File: config.mk
export PLATFORM = sky130hd
export DESIGN_NAME = tsr_pipe
export DESIGN_NICKNAME = d
export VERILOG_FILES = /design/src/rtl/tsr_pkg.sv /design/src/rtl/tsr_spec_reg.sv /design/src/rtl/tsr_restore_ctl.sv /design/src/rtl/tsr_pipe.sv
export SDC_FILE = /design/constraint.sdc
export NUM_CORES = 1
export LEC_CHECK = 0
export BUFFER_PORTS_ARGS = -buffer_cell sky130_fd_sc_hd__buf_2
export CAP_MARGIN = 20
export CORE_MARGIN = 2
export CORE_UTILIZATION = 40
export CTS_CLUSTER_DIAMETER = 60
export DETAILED_ROUTE_END_ITERATION = 8
export GPL_ROUTABILITY_DRIVEN = 0
export HOLD_SLACK_MARGIN = 0.1
export PLACE_DENSITY = 0.68
export REMOVE_ABC_BUFFERS = 1
export SYNTH_ARGS = -nofsm -noshare
export SYNTH_HDL_FRONTEND = slang
export SYNTH_HIERARCHICAL = 1
export SYNTH_SLANG_ARGS = --single-unit
File: constraint.sdc
create_clock -name clk -period 6 [get_ports clk]
set_clock_uncertainty 0.1 [all_clocks]
set_input_delay 1.5 -clock clk [delete_from_list [all_inputs] [get_ports clk]]
set_output_delay 1.5 -clock clk [all_outputs]
set_load 0.03 [all_outputs]
File: src/rtl/tsr_pkg.sv
package tsr_pkg;
  // number of timing-speculative pipeline registers (fetch..memory)
  localparam int unsigned TSR_NSPEC = 4;

  // fixed arithmetic step applied by the logic feeding register k
  function automatic int unsigned stage_step(input int unsigned k);
    return k + 1;
  endfunction
endpackage

File: src/rtl/tsr_spec_reg.sv
module tsr_spec_reg #(
  parameter int unsigned W = 16
) (
  input  logic         clk,
  input  logic         rst_n,
  input  logic         adv,
  input  logic         d_valid,
  input  logic [W-1:0] d_data,
  input  logic         inj,
  input  logic [W-1:0] flip,
  output logic         q_valid,
  output logic [W-1:0] q_data,
  output logic         err
);
  logic         valid_q, valid_n;
  logic [W-1:0] main_q, main_n;
  logic [W-1:0] shadow_q, shadow_n;

  always_comb begin
    valid_n  = valid_q;
    shadow_n = shadow_q;
    main_n   = shadow_q;
    if (adv) begin
      valid_n  = d_valid;
      shadow_n = d_data;
      main_n   = inj ? (d_data ^ flip) : d_data;
    end
  end

  always_ff @(posedge clk or negedge rst_n) begin
    if (!rst_n) begin
      valid_q  <= 1'b0;
      main_q   <= '0;
      shadow_q <= '0;
    end else begin
      valid_q  <= valid_n;
      main_q   <= main_n;
      shadow_q <= shadow_n;
    end
  end

  assign q_valid = valid_q;
  assign q_data  = main_q;
  assign err     = valid_q && (main_q != shadow_q);

  assert_clean_after_reload_R4: assert property (@(posedge clk) disable iff (!rst_n)
    !adv |=> !err);
  assert_shadow_hold_R3: assert property (@(posedge clk) disable iff (!rst_n)
    !adv |=> $stable(shadow_q));
  assert_no_inject_no_flag_R1: assert property (@(posedge clk) disable iff (!rst_n)
    (adv && !inj) |=> !err);
endmodule

File: src/rtl/tsr_restore_ctl.sv
module tsr_restore_ctl #(
  parameter int unsigned NS    = 4,
  parameter int unsigned CNT_W = 16
) (
  input  logic             clk,
  input  logic             rst_n,
  input  logic [NS-1:0]    err,
  input  logic             cnt_clr,
  output logic             restore,
  output logic [CNT_W-1:0] err_count
);
  localparam logic [CNT_W-1:0] CNT_MAX = {CNT_W{1'b1}};

  logic [CNT_W-1:0] cnt_q, cnt_n;

  assign restore = |err;

  always_comb begin
    cnt_n = cnt_q;
    if (cnt_clr)
      cnt_n = '0;
    else if (restore && (cnt_q != CNT_MAX))
      cnt_n = cnt_q + 1'b1;
  end

  always_ff @(posedge clk or negedge rst_n) begin
    if (!rst_n) cnt_q <= '0;
    else        cnt_q <= cnt_n;
  end

  assign err_count = cnt_q;

  assert_count_step_R7: assert property (@(posedge clk) disable iff (!rst_n)
    (!cnt_clr && restore && cnt_q != CNT_MAX) |=> cnt_q == $past(cnt_q) + 1'b1);
  assert_count_saturate_R7: assert property (@(posedge clk) disable iff (!rst_n)
    (!cnt_clr && cnt_q == CNT_MAX) |=> cnt_q == CNT_MAX);
  assert_clear_wins_R8: assert property (@(posedge clk) disable iff (!rst_n)
    cnt_clr |=> cnt_q == '0);
endmodule

File: src/rtl/tsr_pipe.sv
module tsr_pipe #(
  parameter int unsigned W     = 16,
  parameter int unsigned CNT_W = 16
) (
  input  logic                          clk,
  input  logic                          rst_n,
  input  logic                          in_valid,
  input  logic [W-1:0]                  in_data,
  output logic                          in_ready,
  input  logic [tsr_pkg::TSR_NSPEC-1:0] inj_en,
  input  logic [W-1:0]                  inj_flip,
  input  logic                          cnt_clr,
  output logic                          wb_valid,
  output logic [W-1:0]                  wb_data,
  output logic                          restore,
  output logic [CNT_W-1:0]              err_count
);
  import tsr_pkg::*;
  localparam int unsigned NS = TSR_NSPEC;

  logic                 adv;
  logic [NS-1:0]        err;
  logic [NS:0]          v_chain;
  logic [NS:0][W-1:0]   d_chain;

  assign adv        = ~restore;
  assign in_ready   = adv;
  assign v_chain[0] = in_valid;
  assign d_chain[0] = in_data;

  for (genvar k = 0; k < NS; k++) begin : g_spec
    logic [W-1:0] stage_in;
    assign stage_in = d_chain[k] + W'(stage_step(k));
    tsr_spec_reg #(.W(W)) u_reg (
      .clk     (clk),
      .rst_n   (rst_n),
      .adv     (adv),
      .d_valid (v_chain[k]),
      .d_data  (stage_in),
      .inj     (inj_en[k]),
      .flip    (inj_flip),
      .q_valid (v_chain[k+1]),
      .q_data  (d_chain[k+1]),
      .err     (err[k])
    );
  end

  tsr_restore_ctl #(.NS(NS), .CNT_W(CNT_W)) u_ctl (
    .clk       (clk),
    .rst_n     (rst_n),
    .err       (err),
    .cnt_clr   (cnt_clr),
    .restore   (restore),
    .err_count (err_count)
  );

  // stabilization register (non-speculative) and writeback register
  logic         st_valid_q, st_valid_n;
  logic [W-1:0] st_data_q, st_data_n;
  logic         wb_valid_q, wb_valid_n;
  logic [W-1:0] wb_data_q, wb_data_n;

  always_comb begin
    st_valid_n = st_valid_q;
    st_data_n  = st_data_q;
    wb_data_n  = wb_data_q;
    wb_valid_n = 1'b0;
    if (adv) begin
      st_valid_n = v_chain[NS];
      st_data_n  = d_chain[NS];
      wb_valid_n = st_valid_q;
      wb_data_n  = st_data_q;
    end
  end

  always_ff @(posedge clk or negedge rst_n) begin
    if (!rst_n) begin
      st_valid_q <= 1'b0;
      st_data_q  <= '0;
      wb_valid_q <= 1'b0;
      wb_data_q  <= '0;
    end else begin
      st_valid_q <= st_valid_n;
      st_data_q  <= st_data_n;
      wb_valid_q <= wb_valid_n;
      wb_data_q  <= wb_data_n;
    end
  end

  assign wb_valid = wb_valid_q;
  assign wb_data  = wb_data_q;

  assert_single_cycle_restore_R3: assert property (@(posedge clk) disable iff (!rst_n)
    restore |=> !restore);
  assert_no_commit_after_restore_R6: assert property (@(posedge clk) disable iff (!rst_n)
    restore |=> !wb_valid);
  assert_stabilizer_hold_R6: assert property (@(posedge clk) disable iff (!rst_n)
    restore |=> ($stable(st_data_q) && $stable(st_valid_q)));
  assert_or_of_flags_R2: assert property (@(posedge clk) disable iff (!rst_n)
    (err != '0) |-> restore);
endmodule

==> results.cfg, run 1 <==
[placement]
post-place-ws_ns = 1.82
dp.cells = 1247
hpwl_um = 13600
io_buffers = 74

[clock_tree]
clk_root_buffer_cell = clkbuf_16
insertion_delay_ns = 0.43
clkTransAtPathRegs_ns = 0.07
cts_sinks = 182
cts-htree-levels = 4
holdBufCountCts = 0
cts_setup_buffers = 0
cts-resized-gates = 0
cts_buffers = 17
cts_tree = yes
clockBufferDepth = 2

[power]
combPwrFrac = 0.390
seqPwrFrac = 0.407
powerDensity_nw_per_um2 = 549
p_int_w = 0.00371
p_sw_w = 0.00216
pwr-share-clk = 0.202
ir_drop_uv = 224
sw_frac_of_total = 0.368
p_leak_nw = 4.52

[global_route]
grt_pass1_vias = 6181
grt_usage = 0.163
grt_first_pass_wirelength_um = 31800
grt_max_degree = 100
grt_antenna_before_repair = 1
grt-ovfl-total = 0

[critical_path]
crit_chain = xnor2_1, nand4_1, o41a_1, or4_2, buf_4, inv_6, buf_2
cp-start-kind = flip-flop
cp-end-kind = primary output
critical_path_class = reg -> out
slowest_delay_ns = 0.65
arrival_ns = 3.02
r2r-start = g_spec[0].u_reg/q_data[1]
cp.required_ns = 4.40
cpMaxStageDelayCell = or4_2
crit_path_max_fanout = 41
cp_top_family = simple AND/OR/NAND/NOR gates
path_buf_inv = 3
cp-startpoint = g_spec[0].u_reg/q_data[1]

[timing]
fmax_mhz = 217
slew_headroom = 0.334
grt_setup_unrepaired = false
hold_ws_ns = 0.393
hold_viol_final = 0
setup_viol = 0
fin_crit_ns = 4.62
min_period_over_period = 0.769
tightest_slew_ns = 0.999
maxSlewViolCount = 0
fin_ws_ns = 1.38

[floorplan]
ios = 75
dieArea_sq_um = 24800
chipWidth_um = 158
die_h_um = 158
core_area_sq_um = 23300
num_rows = 56
start_util = 0.404

[logic_synthesis]
synth_area_per_cell_sq_um = 10.7
synth_edf_count = 0
ys_seq_area_frac = 0.483
synthDistinctLibCells = 47
synth-seq-cells = 182
synth_area_sq_um = 9430
ys.flop_type = dfrtp_1
synthCells = 884
yosys_warnings = 6
synthArstFlopShare = 1.00

[detailed_routing]
antenna_left = 0
dr.first_iter.drc_count = 428
vias_per_cell = 5.00
wl_per_cell_um = 14.9
drtPass1Iterations = 4
drc_errors = 0
vias = 6398
wirelength_um = 19100

[cells_and_area]
fin_nets = 992
instances_no_fill = 1279
drive_gt1_frac = 0.238
utilization = 0.459
num_antenna_cells = 0
area_growth_pct = 13.5

[worst_hold_path]
worstHoldStart = st_valid_q
hp-class = reg -> reg

[outcome]
status = completed

[run]
maxCapViolCount = 0
## power groups by stage
stage,sequential (W),clock [W],combinational [W]
final,0.00239,0.00119,0.00229
after global routing,0.00249,0.00126,0.00256
after CTS,0.00240,0.00121,0.00232
after detailed placement,0.00242,0,0.00230
after global placement,0.00239,0,0.00224
after floorplan,0.00240,0,0.00180
## metrics by stage
stage | setup TNS (ns) | area, sq um | power (W)
floorplan | -50.85 | 9260 | 0.00420
global placement | 0 | 10100 | 0.00463
detailed placement | 0 | 10100 | 0.00471
CTS | 0 | 10700 | 0.00593
global route | 0 | 10700 | 0.00631
finish | 0 | 10700 | 0.00587
## kinds of logic (layout without fill, tap and decap cells)
logic type               Yosys count  in the layout  synth area share
multiplexers                     105            105             0.126
XOR/XNOR                         182            182             0.169
AND/OR/NAND/NOR                  267            267             0.135
flip-flops                       182            182             0.483
AO/OA/AOI/OAI                     95             95            0.0575
adder cells (fa/ha/maj)            5              5           0.00663
buffers and inverters             48            124            0.0234
## per-layer routing
layer,global-route usage,wire [um]
met1,0.219,9040
met3,0.0372,703
met5,0,11
met4,0.0420,272
met2,0.268,9090
## synthesized netlist by cell type (2+ instances only)
library cell	instances	share of area
a31oi_1	2	0.0013
buf_1	8	0.0032
and3_1	8	0.0053
nand3_1	27	0.014
or3_2	2	0.0016
or3_1	2	0.0013
or4_1	5	0.0040
clkbuf_2	4	0.0021
and4_1	3	0.0028
nand4_1	29	0.019
inv_1	13	0.0052
nor3_1	4	0.0021
nor2b_1	4	0.0027
xor2_1	78	0.072
xnor2_1	104	0.097
dfrtp_1	182	0.48
mux2_2	103	0.12
buf_4	4	0.0032
o31ai_1	5	0.0040
nor2_1	80	0.032
a21oi_1	73	0.039
o41a_1	5	0.0060
and2_1	2	0.0013
ha_1	5	0.0066
nand2_1	88	0.035
o21ai_0	5	0.0027
buf_2	16	0.0085
o41ai_1	2	0.0019
clkbuf_1	3	0.0012
## worst register-to-register path, stage by stage (launching register included)
cell and delay [ns]:
dfrtp_1 0.46, xnor2_1 0.17, nand4_1 0.14, o41a_1 0.50, or4_2 0.65, buf_4 0.31, inv_6 0.15, buf_4 0.75
mux2_2 0.49
## sequential cells by signal, indices dropped and copies added, names as in the netlist
name / count
wb_data: 16
st_data_q: 16
u_ctl/err_count: 16
g_spec.u_reg/q_valid: 4
g_spec.u_reg/shadow_q: 64
wb_valid: 1
st_valid_q: 1
g_spec.u_reg/q_data: 64
## cell type report
type,count,area (sq um)
clock buffer,19,443
clock inverter,13,179
fill,2169,12600
inverter,13,53.8
multi-input combinational,654,4660
sequential,182,4550
tap,319,399
timing repair buffer,79,414
## cell usage in the layout (no fill, tap or decap), types with 3 or more instances in the layout
cell type,count
dfrtp_1,182
xnor2_1,104
mux2_2,103
nand2_1,88
nor2_1,80
xor2_1,78
a21oi_1,73
buf_2,73
nand4_1,29
nand3_1,27
clkbuf_16,17
inv_1,12
and3_1,8
o21ai_0,5
ha_1,5
clkinv_2,5
o41a_1,5
buf_4,5
o31ai_1,5
nor3_1,4
nor2b_1,4
bufinv_16,4
or4_1,4
and4_1,3
## worst paths after layout
check / slack, ns / depth (start not counted) / end
worst max-delay path: 1.38 / 7 / in_ready
worst min-delay path: 0.39 / 1 / wb_valid
worst max register to register: 2.17 / 8 / g_spec[3].u_reg/shadow_q[1]
worst min register to register: 0.39 / 1 / wb_valid
max in group asynchronous: 3.62 / 2 / g_spec[0].u_reg/q_data[11]
min in group asynchronous: 1.03 / 1 / wb_data[6]
No activity file was read; power rests on OpenSTA's default activity.
==> run 2, diff against run 1 <==
- PLACE_DENSITY: 0.68 -> 0.7
- clock period: 6 -> 4 ns (I/O delays scaled with it)
==> run 2 against run 1 <==
Net effect:
- register-to-register slack worse by 1.7 ns
- critical endpoint unchanged
- design area is essentially flat
- critical path type unchanged
- via count decreased by 0.61%
- largest cell class unchanged
==> results.cfg, run 2 (synthesized netlist as in run 1, its figures left out) <==
[critical_path]
cp-startpoint = g_spec[0].u_reg/q_data[1]
arrival_ns = 2.88
crit_path_max_fanout = 7
critical_path_class = reg -> out
cp-end-kind = primary output
cp-start-kind = flip-flop
r2r-start = g_spec[0].u_reg/q_data[1]
cp.required_ns = 2.90

[clock_tree]
cts_buffers = 17
cts_sinks = 182
holdBufCountCts = 0
insertion_delay_ns = 0.42
clk_root_buffer_cell = clkbuf_16
clockBufferDepth = 2
cts-htree-levels = 4
cts-resized-gates = 0
clkTransAtPathRegs_ns = 0.06
cts_tree = yes
cts_setup_buffers = 0

[floorplan]
dieArea_sq_um = 24800
start_util = 0.404
num_rows = 56
core_area_sq_um = 23300
chipWidth_um = 158
ios = 75
die_h_um = 158

[placement]
hpwl_um = 13700
dpl_cell_area_sq_um = 10100
io_buffers = 74
post-place-ws_ns = 0.527

[timing]
setup_viol = 0
fmax_mhz = 251
hold_ws_ns = 0.398
fin_crit_ns = 3.98
tightest_slew_ns = 0.826
slew_headroom = 0.449
hold_viol_final = 0
maxSlewViolCount = 0
fin_ws_ns = 0.0215
min_period_over_period = 0.995

[detailed_routing]
drtPass1Iterations = 7
drc_errors = 0
wirelength_um = 19100
wl_per_cell_um = 15.0
vias = 6359
antenna_left = 0
dr.first_iter.drc_count = 400
vias_per_cell = 4.98

[global_route]
grt_max_degree = 197
grt_first_pass_wirelength_um = 32300
grt_pass1_vias = 6398
grt-ovfl-total = 0
grt_usage = 0.166
grt_antenna_before_repair = 2

[power]
sw_frac_of_total = 0.369
pwr-share-clk = 0.193
p_int_w = 0.00551
p_leak_nw = 4.51
powerDensity_nw_per_um2 = 817
ir_drop_uv = 359
p_sw_w = 0.00323
combPwrFrac = 0.395
seqPwrFrac = 0.412

[cells_and_area]
final_cell_mix = dfrtp_1, xnor2_1, mux2_2
area_growth_pct = 13.5
seq_area_sq_um = 4550
multi_input_area_sq_um = 4660
drive_gt1_frac = 0.235
finish.instance_area_sq_um = 10700
final_common_cell = dfrtp_1
fillers = 2164
fin_nets = 991

[outcome]
status = completed

[run]
maxCapViolCount = 0

[worst_hold_path]
hp-class = reg -> reg
worstHoldStart = wb_data[5]
==> run 2: cell types whose count changed in the layout (fill, tap and decap cells not counted) <==
cell	delta
buf_12	+3
clkinv_2	-3
clkinv_4	-2
diode_2	+2
clkinvlp_4	+1
clkbuf_8	+4
bufinv_16	-2
buf_4	-4
==> run 2: path summary, 6_finish.rpt <==
check,end,slack [ns],cells past startpoint
worst max-delay path,in_ready,0.02,6
worst min-delay path,wb_data[5],0.40,1
worst max register to register,g_spec[3].u_reg/shadow_q[14],0.43,7
worst min register to register,wb_data[5],0.40,1
max in group asynchronous,g_spec[2].u_reg/shadow_q[7],2.60,2
min in group asynchronous,u_ctl/err_count[3],0.46,1
==> run 2: metrics by stage <==
step / utilization / total power [W] / setup TNS (ns) / instances
2_1_floorplan: - / 0.00631 / -316.35 / 849
3_3_place_gp: 0.433 / 0.00695 / 0 / 1246
3_5_place_dp: 0.433 / 0.00710 / 0 / 1246
4_1_cts: 0.459 / 0.00883 / 0 / 1276
5_1_grt: 0.459 / 0.00941 / -0.00951 / 1278
6_report: 0.459 / 0.00874 / 0 / 1278
==> run 2: power groups by stage <==
stage                     Sequential [W]  Combinational [W]  Clock, W
final                            0.00360            0.00346   0.00169
after global routing             0.00375            0.00385   0.00181
after CTS                        0.00360            0.00349   0.00173
after detailed placement         0.00363            0.00347         0
after global placement           0.00359            0.00336         0
after floorplan                  0.00361            0.00270         0
==> run 2: metal layers <==
layer | global-route usage | share of wire | wire [um] | vias up
li1 | - | - | - | 3156
met1 | 0.221 | 0.47 | 8910 | 3074
met2 | 0.269 | 0.48 | 9190 | 113
met3 | 0.0306 | 0.039 | 738 | 16
met4 | 0.0610 | 0.014 | 269 | 0
met5 | 0 | 0 | 0 | -
==> run 2: final cells by class <==
cell class | count | area share
multi-input cells | 654 | 0.435
clock inverters | 7 | 0.00877
flip-flops and latches | 182 | 0.425
well taps | 319 | 0.0373
diodes | 2 | 0.000468
inverters | 13 | 0.00503
repair buffers | 78 | 0.0415
clock buffers | 23 | 0.0465
==> run 2: critical path, stage by stage, from the launching register on <==
cell and delay (ns):
dfrtp_1 0.47, xnor2_1 0.21, nand4_1 0.17, o41a_1 0.51, or4_2 0.78, inv_6 0.11
buf_2 0.20
